===== src/rtl/padmux_pkg.sv =====
package padmux_pkg;
  localparam int NUM_PADS   = 5;
  localparam int WIDE_PADS  = 4;
  localparam int BIDIR_PADS = 3;
  localparam int MODE_W     = 3;
  localparam int CS_MODE_W  = 2;
  localparam int PULL_W     = 2;

  // pad slot indices
  localparam int PAD_OUT1 = 0;
  localparam int PAD_OUT2 = 1;
  localparam int PAD_MODE = 2;
  localparam int PAD_DET  = 3;
  localparam int PAD_CS   = 4;

  // bidirectional input indices
  localparam int IN_MODE = 0;
  localparam int IN_DET  = 1;
  localparam int IN_CS   = 2;

  // per wide-slot capabilities
  localparam logic [WIDE_PADS-1:0] OUT_ONLY_MASK = 4'b0011;
  localparam logic [WIDE_PADS-1:0] PLL_MASK      = 4'b0011;
  localparam logic [WIDE_PADS-1:0] PLL_B_MASK    = 4'b0010;
  localparam logic [WIDE_PADS-1:0] FS_MASK       = 4'b0010;

  localparam logic [MODE_W-1:0] M_INPUT = 3'b000;
  localparam logic [MODE_W-1:0] M_LOW   = 3'b001;
  localparam logic [MODE_W-1:0] M_HIGH  = 3'b010;
  localparam logic [MODE_W-1:0] M_PLL   = 3'b011;
  localparam logic [MODE_W-1:0] M_FS    = 3'b100;

  localparam logic [CS_MODE_W-1:0] CS_INPUT = 2'b00;
  localparam logic [CS_MODE_W-1:0] CS_HIGH  = 2'b10;

  localparam logic [PULL_W-1:0] PULL_DOWN = 2'b01;
  localparam logic [PULL_W-1:0] PULL_UP   = 2'b10;

  typedef struct packed {
    logic active;
    logic threeWire;
    logic addrSel;
  } strapCtl_t;
endpackage


===== src/rtl/padmux_strap_ctrl.sv =====
module padmux_strap_ctrl
  import padmux_pkg::*;
(
  input  logic      clk,
  input  logic      rstN,
  input  logic      modeStrap,
  input  logic      addrStrap,
  output strapCtl_t ctl
);
  always_ff @(posedge clk or negedge rstN) begin
    if (!rstN) begin
      ctl <= '0;
    end else if (!ctl.active) begin
      ctl.active    <= 1'b1;
      ctl.threeWire <= modeStrap;
      ctl.addrSel   <= addrStrap;
    end
  end

  // once captured, the straps stay captured until reset
  p_active_sticky_r1: assert property (@(posedge clk) disable iff (!rstN)
    ctl.active |=> ctl.active);

  // captured strap values never move after capture
  p_strap_hold_r1: assert property (@(posedge clk) disable iff (!rstN)
    ctl.active |=> ($stable(ctl.threeWire) && $stable(ctl.addrSel)));
endmodule


===== src/rtl/padmux_datapath.sv =====
module padmux_datapath
  import padmux_pkg::*;
(
  input  logic                              clk,
  input  logic                              rstN,
  input  strapCtl_t                         ctl,
  input  logic [BIDIR_PADS-1:0]             padIn,
  input  logic [WIDE_PADS-1:0][MODE_W-1:0]  wideMode,
  input  logic [CS_MODE_W-1:0]              csMode,
  input  logic [PULL_W-1:0]                 detPull,
  input  logic                              pllClkA,
  input  logic                              pllClkB,
  input  logic                              fsClk256,
  output logic [NUM_PADS-1:0]               padOe,
  output logic [NUM_PADS-1:0]               padDo,
  output logic                              padPullUp,
  output logic                              padPullDn,
  output logic [BIDIR_PADS-1:0]             gpioIn,
  output logic                              busThreeWire,
  output logic                              busAddrSel,
  output logic                              csLatch,
  output logic                              ctrlWriteBlock
);
  logic [WIDE_PADS-1:0] wideOe;
  logic [WIDE_PADS-1:0] wideDo;
  logic                 csOe;
  logic                 csDo;

  for (genvar g = 0; g < WIDE_PADS; g++) begin : g_wide
    localparam bit OUT_ONLY = OUT_ONLY_MASK[g];
    localparam bit HAS_PLL  = PLL_MASK[g];
    localparam bit USE_B    = PLL_B_MASK[g];
    localparam bit HAS_FS   = FS_MASK[g];
    logic slotOe;
    logic slotDo;
    logic pllSrc;

    assign pllSrc = USE_B ? pllClkB : pllClkA;

    always_comb begin
      slotOe = 1'b1;
      slotDo = 1'b0;
      case (wideMode[g])
        M_INPUT: slotOe = OUT_ONLY;
        M_LOW:   slotDo = 1'b0;
        M_HIGH:  slotDo = 1'b1;
        M_PLL:   slotDo = HAS_PLL & pllSrc;
        M_FS:    slotDo = HAS_FS & fsClk256;
        default: slotDo = 1'b0;
      endcase
      if (!ctl.active) begin
        slotOe = 1'b0;
        slotDo = 1'b0;
      end
    end

    assign wideOe[g] = slotOe;
    assign wideDo[g] = slotDo;
  end

  always_comb begin
    csOe = 1'b0;
    csDo = 1'b0;
    if (ctl.active && !ctl.threeWire) begin
      case (csMode)
        CS_INPUT: csOe = 1'b0;
        CS_HIGH:  begin csOe = 1'b1; csDo = 1'b1; end
        default:  csOe = 1'b1;
      endcase
    end
  end

  assign padOe = {csOe, wideOe};
  assign padDo = {csDo, wideDo};

  assign gpioIn[IN_MODE] = ctl.active & padIn[IN_MODE] & ~wideOe[PAD_MODE];
  assign gpioIn[IN_DET]  = ctl.active & padIn[IN_DET]  & ~wideOe[PAD_DET];
  assign gpioIn[IN_CS]   = ctl.active & ~ctl.threeWire & padIn[IN_CS] & ~csOe;

  assign busThreeWire   = ctl.threeWire;
  assign busAddrSel     = ctl.addrSel & ~ctl.threeWire;
  assign csLatch        = ctl.active & ctl.threeWire & padIn[IN_CS];
  assign ctrlWriteBlock = ctl.active & ctl.threeWire & (csMode != CS_INPUT);

  assign padPullUp = (detPull == PULL_UP);
  assign padPullDn = (detPull == PULL_DOWN);

  // nothing drives before the straps are captured
  p_quiet_before_strap_r2: assert property (@(posedge clk) disable iff (!rstN)
    !ctl.active |-> (padOe == '0 && padDo == '0));

  // the latch pad stays an input in 3-wire mode
  p_cs_locked_r4: assert property (@(posedge clk) disable iff (!rstN)
    (ctl.active && ctl.threeWire) |-> (!padOe[PAD_CS] && !gpioIn[IN_CS]));

  // writes can only be blocked in 3-wire mode
  p_block_needs_3w_r5: assert property (@(posedge clk) disable iff (!rstN)
    ctrlWriteBlock |-> ctl.threeWire);

  // output-only slots are always driven once active
  p_outonly_driven_r7: assert property (@(posedge clk) disable iff (!rstN)
    ctl.active |-> (padOe[PAD_OUT1] && padOe[PAD_OUT2]));

  // a driven pad never reports an input value
  p_gpio_released_r9: assert property (@(posedge clk) disable iff (!rstN)
    (gpioIn & padOe[NUM_PADS-1:PAD_MODE]) == '0);

  // the two pulls never fight
  p_pull_exclusive_r10: assert property (@(posedge clk) disable iff (!rstN)
    !(padPullUp && padPullDn));
endmodule


===== src/rtl/pad_strap_mux.sv =====
module pad_strap_mux
  import padmux_pkg::*;
(
  input  logic                   clk,
  input  logic                   rstN,
  input  logic [BIDIR_PADS-1:0]  padIn,
  input  logic [MODE_W-1:0]      out1Mode,
  input  logic [MODE_W-1:0]      out2Mode,
  input  logic [MODE_W-1:0]      modePadMode,
  input  logic [MODE_W-1:0]      detMode,
  input  logic [CS_MODE_W-1:0]   csMode,
  input  logic [PULL_W-1:0]      detPull,
  input  logic                   pllClkA,
  input  logic                   pllClkB,
  input  logic                   fsClk256,
  output logic [NUM_PADS-1:0]    padOe,
  output logic [NUM_PADS-1:0]    padDo,
  output logic                   padPullUp,
  output logic                   padPullDn,
  output logic [BIDIR_PADS-1:0]  gpioIn,
  output logic                   busThreeWire,
  output logic                   busAddrSel,
  output logic                   csLatch,
  output logic                   ctrlWriteBlock
);
  strapCtl_t ctl;
  logic [WIDE_PADS-1:0][MODE_W-1:0] wideMode;

  assign wideMode = {detMode, modePadMode, out2Mode, out1Mode};

  padmux_strap_ctrl u_ctrl (
    .clk       (clk),
    .rstN      (rstN),
    .modeStrap (padIn[IN_MODE]),
    .addrStrap (padIn[IN_CS]),
    .ctl       (ctl)
  );

  padmux_datapath u_dp (
    .clk            (clk),
    .rstN           (rstN),
    .ctl            (ctl),
    .padIn          (padIn),
    .wideMode       (wideMode),
    .csMode         (csMode),
    .detPull        (detPull),
    .pllClkA        (pllClkA),
    .pllClkB        (pllClkB),
    .fsClk256       (fsClk256),
    .padOe          (padOe),
    .padDo          (padDo),
    .padPullUp      (padPullUp),
    .padPullDn      (padPullDn),
    .gpioIn         (gpioIn),
    .busThreeWire   (busThreeWire),
    .busAddrSel     (busAddrSel),
    .csLatch        (csLatch),
    .ctrlWriteBlock (ctrlWriteBlock)
  );
endmodule


===== config.mk =====
export PLATFORM = sky130hd
export DESIGN_NAME = pad_strap_mux
export DESIGN_NICKNAME = d
export VERILOG_FILES = /design/src/rtl/padmux_pkg.sv /design/src/rtl/padmux_strap_ctrl.sv /design/src/rtl/padmux_datapath.sv /design/src/rtl/pad_strap_mux.sv
export SDC_FILE = /design/constraint.sdc
export NUM_CORES = 1
export LEC_CHECK = 0
export BUFFER_PORTS_ARGS = -buffer_cell sky130_fd_sc_hd__buf_2
export CORE_AREA = 3 3 40 42
export DETAILED_ROUTE_END_ITERATION = 12
export DIE_AREA = 0 0 43 45
export HOLD_SLACK_MARGIN = 0.08
export PLACE_DENSITY = 0.81
export SETUP_SLACK_MARGIN = 0.4
export SYNTH_ARGS = -nofsm -noshare
export SYNTH_HDL_FRONTEND = slang
export SYNTH_HIERARCHICAL = 1
export SYNTH_SLANG_ARGS = --single-unit
export TNS_END_PERCENT = 50

===== constraint.sdc =====
create_clock -name clk -period 1.25 [get_ports clk]
set_clock_uncertainty 0.1 [all_clocks]
set_input_delay 0.0625 -clock clk [delete_from_list [all_inputs] [get_ports clk]]
set_output_delay 0.0625 -clock clk [all_outputs]
set_load 0.01 [all_outputs]

## Word level (Yosys, flattened, before mapping)

Index checks and enable logic that the tools add are counted.

| word-level totals | value |
|---|---|
| register bits after elaboration | 3 |
| output and inout bits | 19 |

| operators by class | value |
|---|---|
| eq/ne operators | 10 |
| mux-type cells | 17 |
| bitwise logic cells | 15 |
| reductions and logical operators | 6 |

Operators with widths:

| operator | count |
|---|---|
| $eq 3x2->1 const B | 6 |
| $mux 1 | 15 |
| $and 1x1->1 | 11 |
| $logic_not 3->1 | 2 |
| $eq 2x2->1 const B | 2 |
| $not 1->1 | 4 |
| $eq 3x3->1 const B | 1 |
| $pmux 1 s3 | 1 |
| $eq 2x1->1 const B | 1 |
| $logic_not 2->1 | 1 |
| $pmux 1 s2 | 1 |
| $reduce_bool 2->1 | 1 |
| $logic_and 1x1->1 | 1 |
| $logic_not 1->1 | 1 |

## Depth between registers and ports, before layout

| depth | value |
|---|---|
| word-level depth | 5 |
| depth in mapped cells | 4 |
| gate-level depth less buffers | 3 |

## Cells and area by module

Netlist, hierarchy kept.

By module, submodules not included:

| module | times used | cells each | area an instance (µm²) | seq. area each (µm²) |
|---|---|---|---|---|
| padmux_datapath | 1 | 37 | 309.0 | 0.0 |
| padmux_strap_ctrl | 1 | 6 | 101.3 | 75.1 |

## Worst setup path before layout

No wires, ideal clock.

| timing path | value |
|---|---|
| path type | reg-to-output |
| start | reg u_ctrl/ctl[2] (netlist name) |
| end | out padDo[4] |
| arrival time | 0.887 ns |
| data required time | 1.087 ns |
| setup slack | 0.200 ns |
| cell stages (with the launch flop) | 4 |
| buffers on the path | 2 |
| path through | dfrtp_1 > buf_6 > nor4bb_4 > buf_4 |

| on the way | value |
|---|---|
| cells in the longest elaborated chain, start to end | 2 |

Ends and longest elaborated chain:

| item | line | RTL |
|---|---|---|
| $logic_and 1x1->1 | padmux_datapath.sv:64 | `if (ctl.active && !ctl.threeWire) begin` |
| $mux 1 | padmux_datapath.sv:64 |  |
| end: declaration | pad_strap_mux.sv:17 | `output logic [NUM_PADS-1:0] padDo,` |

Every way passes these cells.

## Final worst setup path

| timing path | value |
|---|---|
| start | reg u_ctrl/ctl[1] (netlist name) |
| end | out padDo[4] |

| on the way | value |
|---|---|
| cells in the longest elaborated chain, start to end | 3 |

Ends and longest elaborated chain:

| item | line |
|---|---|
| $logic_not 1->1 | padmux_datapath.sv:64 |
| $logic_and 1x1->1 | padmux_datapath.sv:64 |
| $mux 1 | padmux_datapath.sv:64 |

Every way passes these cells.

==> impl_summary.txt <==
----------------------------------------------------
[GRT]
  Total Routing Usage GR ... 0.126
  Vias in the first global route ... 408
  Met1 layer usage reported by global route ... 0.133
  Global routing usage on met2 ... 0.231
  Number of antenna violations at the first check in global routing ... 0
  Aggregate global routing overflow ... 0
  Met3 global-route usage ... 0.0637
  Largest net degree at the start of global routing ... 9
  Highest-utilization routing layer at the global route stage ... met2
  Global-route wire length before repair ... approximately 1800 um

[Timing]
  Maximum clock frequency ... approximately 800 MHz
  Period utilisation layout ... 1.02
  Worst hold-check slack ... -0.0142 ns
  Final critical-path required period ... 1.28 ns
  Worst setup slack after layout ... -0.0292 ns
  TNS Setup ... -0.0429 ns
  Final count of hold timing violations ... 2
  Finish-stage setup viols ... 3
  Count of pins over their slew limit ... 0
  Unrepaired setup endpoints after global routing ... yes

[Clock network]
  Buffer depth of the longest clock path ... 2
  Clk sinks ... 3
  Clock tree from TritonCTS ... done
  Worst-Skew Late Latency ... roughly 0.23 ns
  Total clock buffers created by CTS ... 3
  CTS H-tree depth ... 1
  Cts hold-fix bufs ... 1
  Clock input transition at the sequential cells of the worst setup and hold paths ... 0.04 ns
  Buffer type at the clock tree root ... sky130_fd_sc_hd__clkbuf_4

[Synth]
  Syn Area/Cell ... 9.54 um2
  Most instantiated flip-flop cell in the synthesis netlist ... sky130_fd_sc_hd__dfrtp_1
  Synthesized net count ... 67
  Post-synthesis cell count ... 43
  Sequential-to-total area share from yosys stat ... 0.183
  Yosys top cell area share ... 0.201
  Flop and latch count out of synthesis ... 3
  Synth unique cells ... 18
  Dominant cells by area after synthesis ... sky130_fd_sc_hd__buf_4, sky130_fd_sc_hd__dfrtp_1, sky130_fd_sc_hd__and4b_1
  Library cell occupying the most area in the post-synthesis netlist ... sky130_fd_sc_hd__buf_4
  Fraction of registers with async set or reset after synthesis ... 1.00
  Dominant cell by count in the synthesized netlist ... sky130_fd_sc_hd__buf_4
  Synthesized area ... between 400 and 500 um2
  Commonest cells in the synthesized netlist ... sky130_fd_sc_hd__buf_4, sky130_fd_sc_hd__nor2b_1
  Warnings, synthesis ... 6
  Number of enable-type register cells in the synthesized netlist ... 0

[Routing]
  Mean routed wirelength per cell ... approximately 12 um
  Vias after detailed routing ... around 430
  Total routed wirelength ... around 1100 um
  First-iteration detailed-routing DRC count ... 2
  Antenna Nets Post-Route ... 0
  Residual DRC ... 0
  First-pass DRT Iterations ... 2
  Vias per inst ... 4.50

[Final layout]
  Antenna cell count ... 0
  Register with the most flip-flops ... u_ctrl/ctl
  Largest registers ranked by flip-flop count ... u_ctrl/ctl (3)
  Area taken by multi-input logic gates ... 258 um2
  FF/Latch Area ... a little under 80 um2
  Final design utilization ... 0.513
  Area added between synthesis and finish ... 60.7%
  Total number of nets in the final design ... 106
  Number of inserted filler cells in the final layout ... 126
  Max reg flops ... 3
  Fraction of final layout cells with drive strength greater than 1 ... 0.753

[Floorplanning]
  Height of the chip ... roughly 45 um
  Full die area ... roughly 0.0019 mm2
  Core footprint ... between 0.001 and 0.0015 mm2
  Initial standard-cell utilization of the core ... 0.319
  Die boundary width ... 43 um
  Placement row count ... 13
  Top-level port count ... 43

[Outcome]
  Failing checks ... negative hold slack, negative setup slack
  Result of the run ... finished, violations left

[Critical path]
  Start-to-end type of the worst setup path ... reg -> out
  CP Launch Type ... register
  Category of the worst setup path capture point ... output port
  Flop-to-flop setup slack ... about 0.090 ns
  Required time worst endpoint ... between 1 and 1.5 ns
  Endpoint arrival time on the critical path ... 1.12 ns
  Reg2reg start ... u_ctrl/ctl[2]$_DFF_PN0_
  Worst r2r dst ... u_ctrl/ctl[0]$_DFFE_PN0N_
  Worst R2R Path Depth ... 3
  Largest fanout of any net on the critical path ... 8

[Placement]
  Pre-CTS worst setup slack ... approximately 0.16 ns
  Weighted congestion reported at the end of routability-driven placement ... 0.634
  Detailed-placement wirelength estimate ... about 850 um
  IO Port Bufs ... 42

[Power and ir drop]
  Power density cells ... 711 mW/mm2
  Peak supply drop ... 0.000490 V
  Leakage ... 0.372 nW

[Worst hold path]
  Hold path depth ... 2
  Hold-critical path endpoint ... u_ctrl/ctl[1]$_DFFE_PN0N_
  Hold crit path type ... in -> reg
  Worst min-delay path startpoint ... padIn[0]

[Job]
  Max_cap viols ... 0

----------------------------------------------------
## cell usage in the layout, fill, tap and decap left out, drive strengths merged, types with 2 or more instances in the layout
cell type / netlist / routed
clkbuf: 0 / 4
buf: 12 / 45
nand2: 2 / 2
mux2: 2 / 2
dfrtp: 3 / 3
and3: 3 / 3
and4b: 3 / 3
nor2b: 5 / 5
nor2: 4 / 4
o31a: 2 / 2
nor3b: 2 / 2
## layout make-up
type,instances,share of cell area
Timing Repair Buffer,46,0.423
Multi-Input combinational cell,28,0.391
Sequential cell,3,0.118
Clock buffer,4,0.0398
Tap cell,15,0.0285
## timing repair
action / in CTS / in global routing
setup endpoints to repair: 19 / 19
endpoints found under the hold margin: 5 / 5
gates resized for setup: 12 / 0
buffers inserted: 3 / 0
pin swaps: 4 / 0
## power by group
group          leakage [nW]  switching, mW  internal (mW)
clock                0.0150         0.0591          0.120
sequential           0.0330         0.0113          0.107
combinational         0.324         0.0723         0.0992
total                 0.372          0.143          0.326
## critical path, stage by stage, from the launching register on
cell and delay, ns:
sky130_fd_sc_hd__dfrtp_2 0.46, sky130_fd_sc_hd__nor4bb_4 0.26, sky130_fd_sc_hd__buf_2 0.16
## stage by stage
stage               total power [mW]  instance area, um2  instances  hold slack, ns
floorplan                      0.215                 423         43          -0.333
global placement               0.262                 551         88          -0.240
detailed placement             0.267                 551         88          -0.240
CTS                            0.477                 659         96         -0.0144
global route                   0.504                 659         96        -0.00170
finish                         0.469                 659         96         -0.0142
## per-layer routing
metal / up-vias / part of all wire
met3: 0 / 0.11
met1: 193 / 0.36
met5: - / 0
met2: 25 / 0.53
met4: 0 / 0
li1: 214 / -
## how the worst max path moves through the flow
stage / to / startpoint / slack, ns
after global routing: padDo[4] / u_ctrl/ctl[1]$_DFFE_PN0N_ / -0.11
after global placement: u_ctrl/ctl[1]$_DFFE_PN0N_ / u_ctrl/ctl[2]$_DFF_PN0_ / 0.19
after floorplan: padDo[4] / u_ctrl/ctl[1]$_DFFE_PN0N_ / 0.22
after detailed placement: u_ctrl/ctl[1]$_DFFE_PN0N_ / u_ctrl/ctl[2]$_DFF_PN0_ / 0.16
after CTS: padDo[4] / u_ctrl/ctl[1]$_DFFE_PN0N_ / -0.04
final: padDo[4] / u_ctrl/ctl[1]$_DFFE_PN0N_ / -0.03
## logic make-up after synthesis
family                 count (synthesis)  share of synthesized area
AO/OA/AOI/OAI                          3                     0.0610
buffers and inverters                 12                      0.229
flip-flops                             3                      0.183
multiplexers                           2                     0.0549
other                                  1                    0.00914
AND/OR/NAND/NOR                       22                      0.463
No activity file was read; power rests on OpenSTA's default activity.
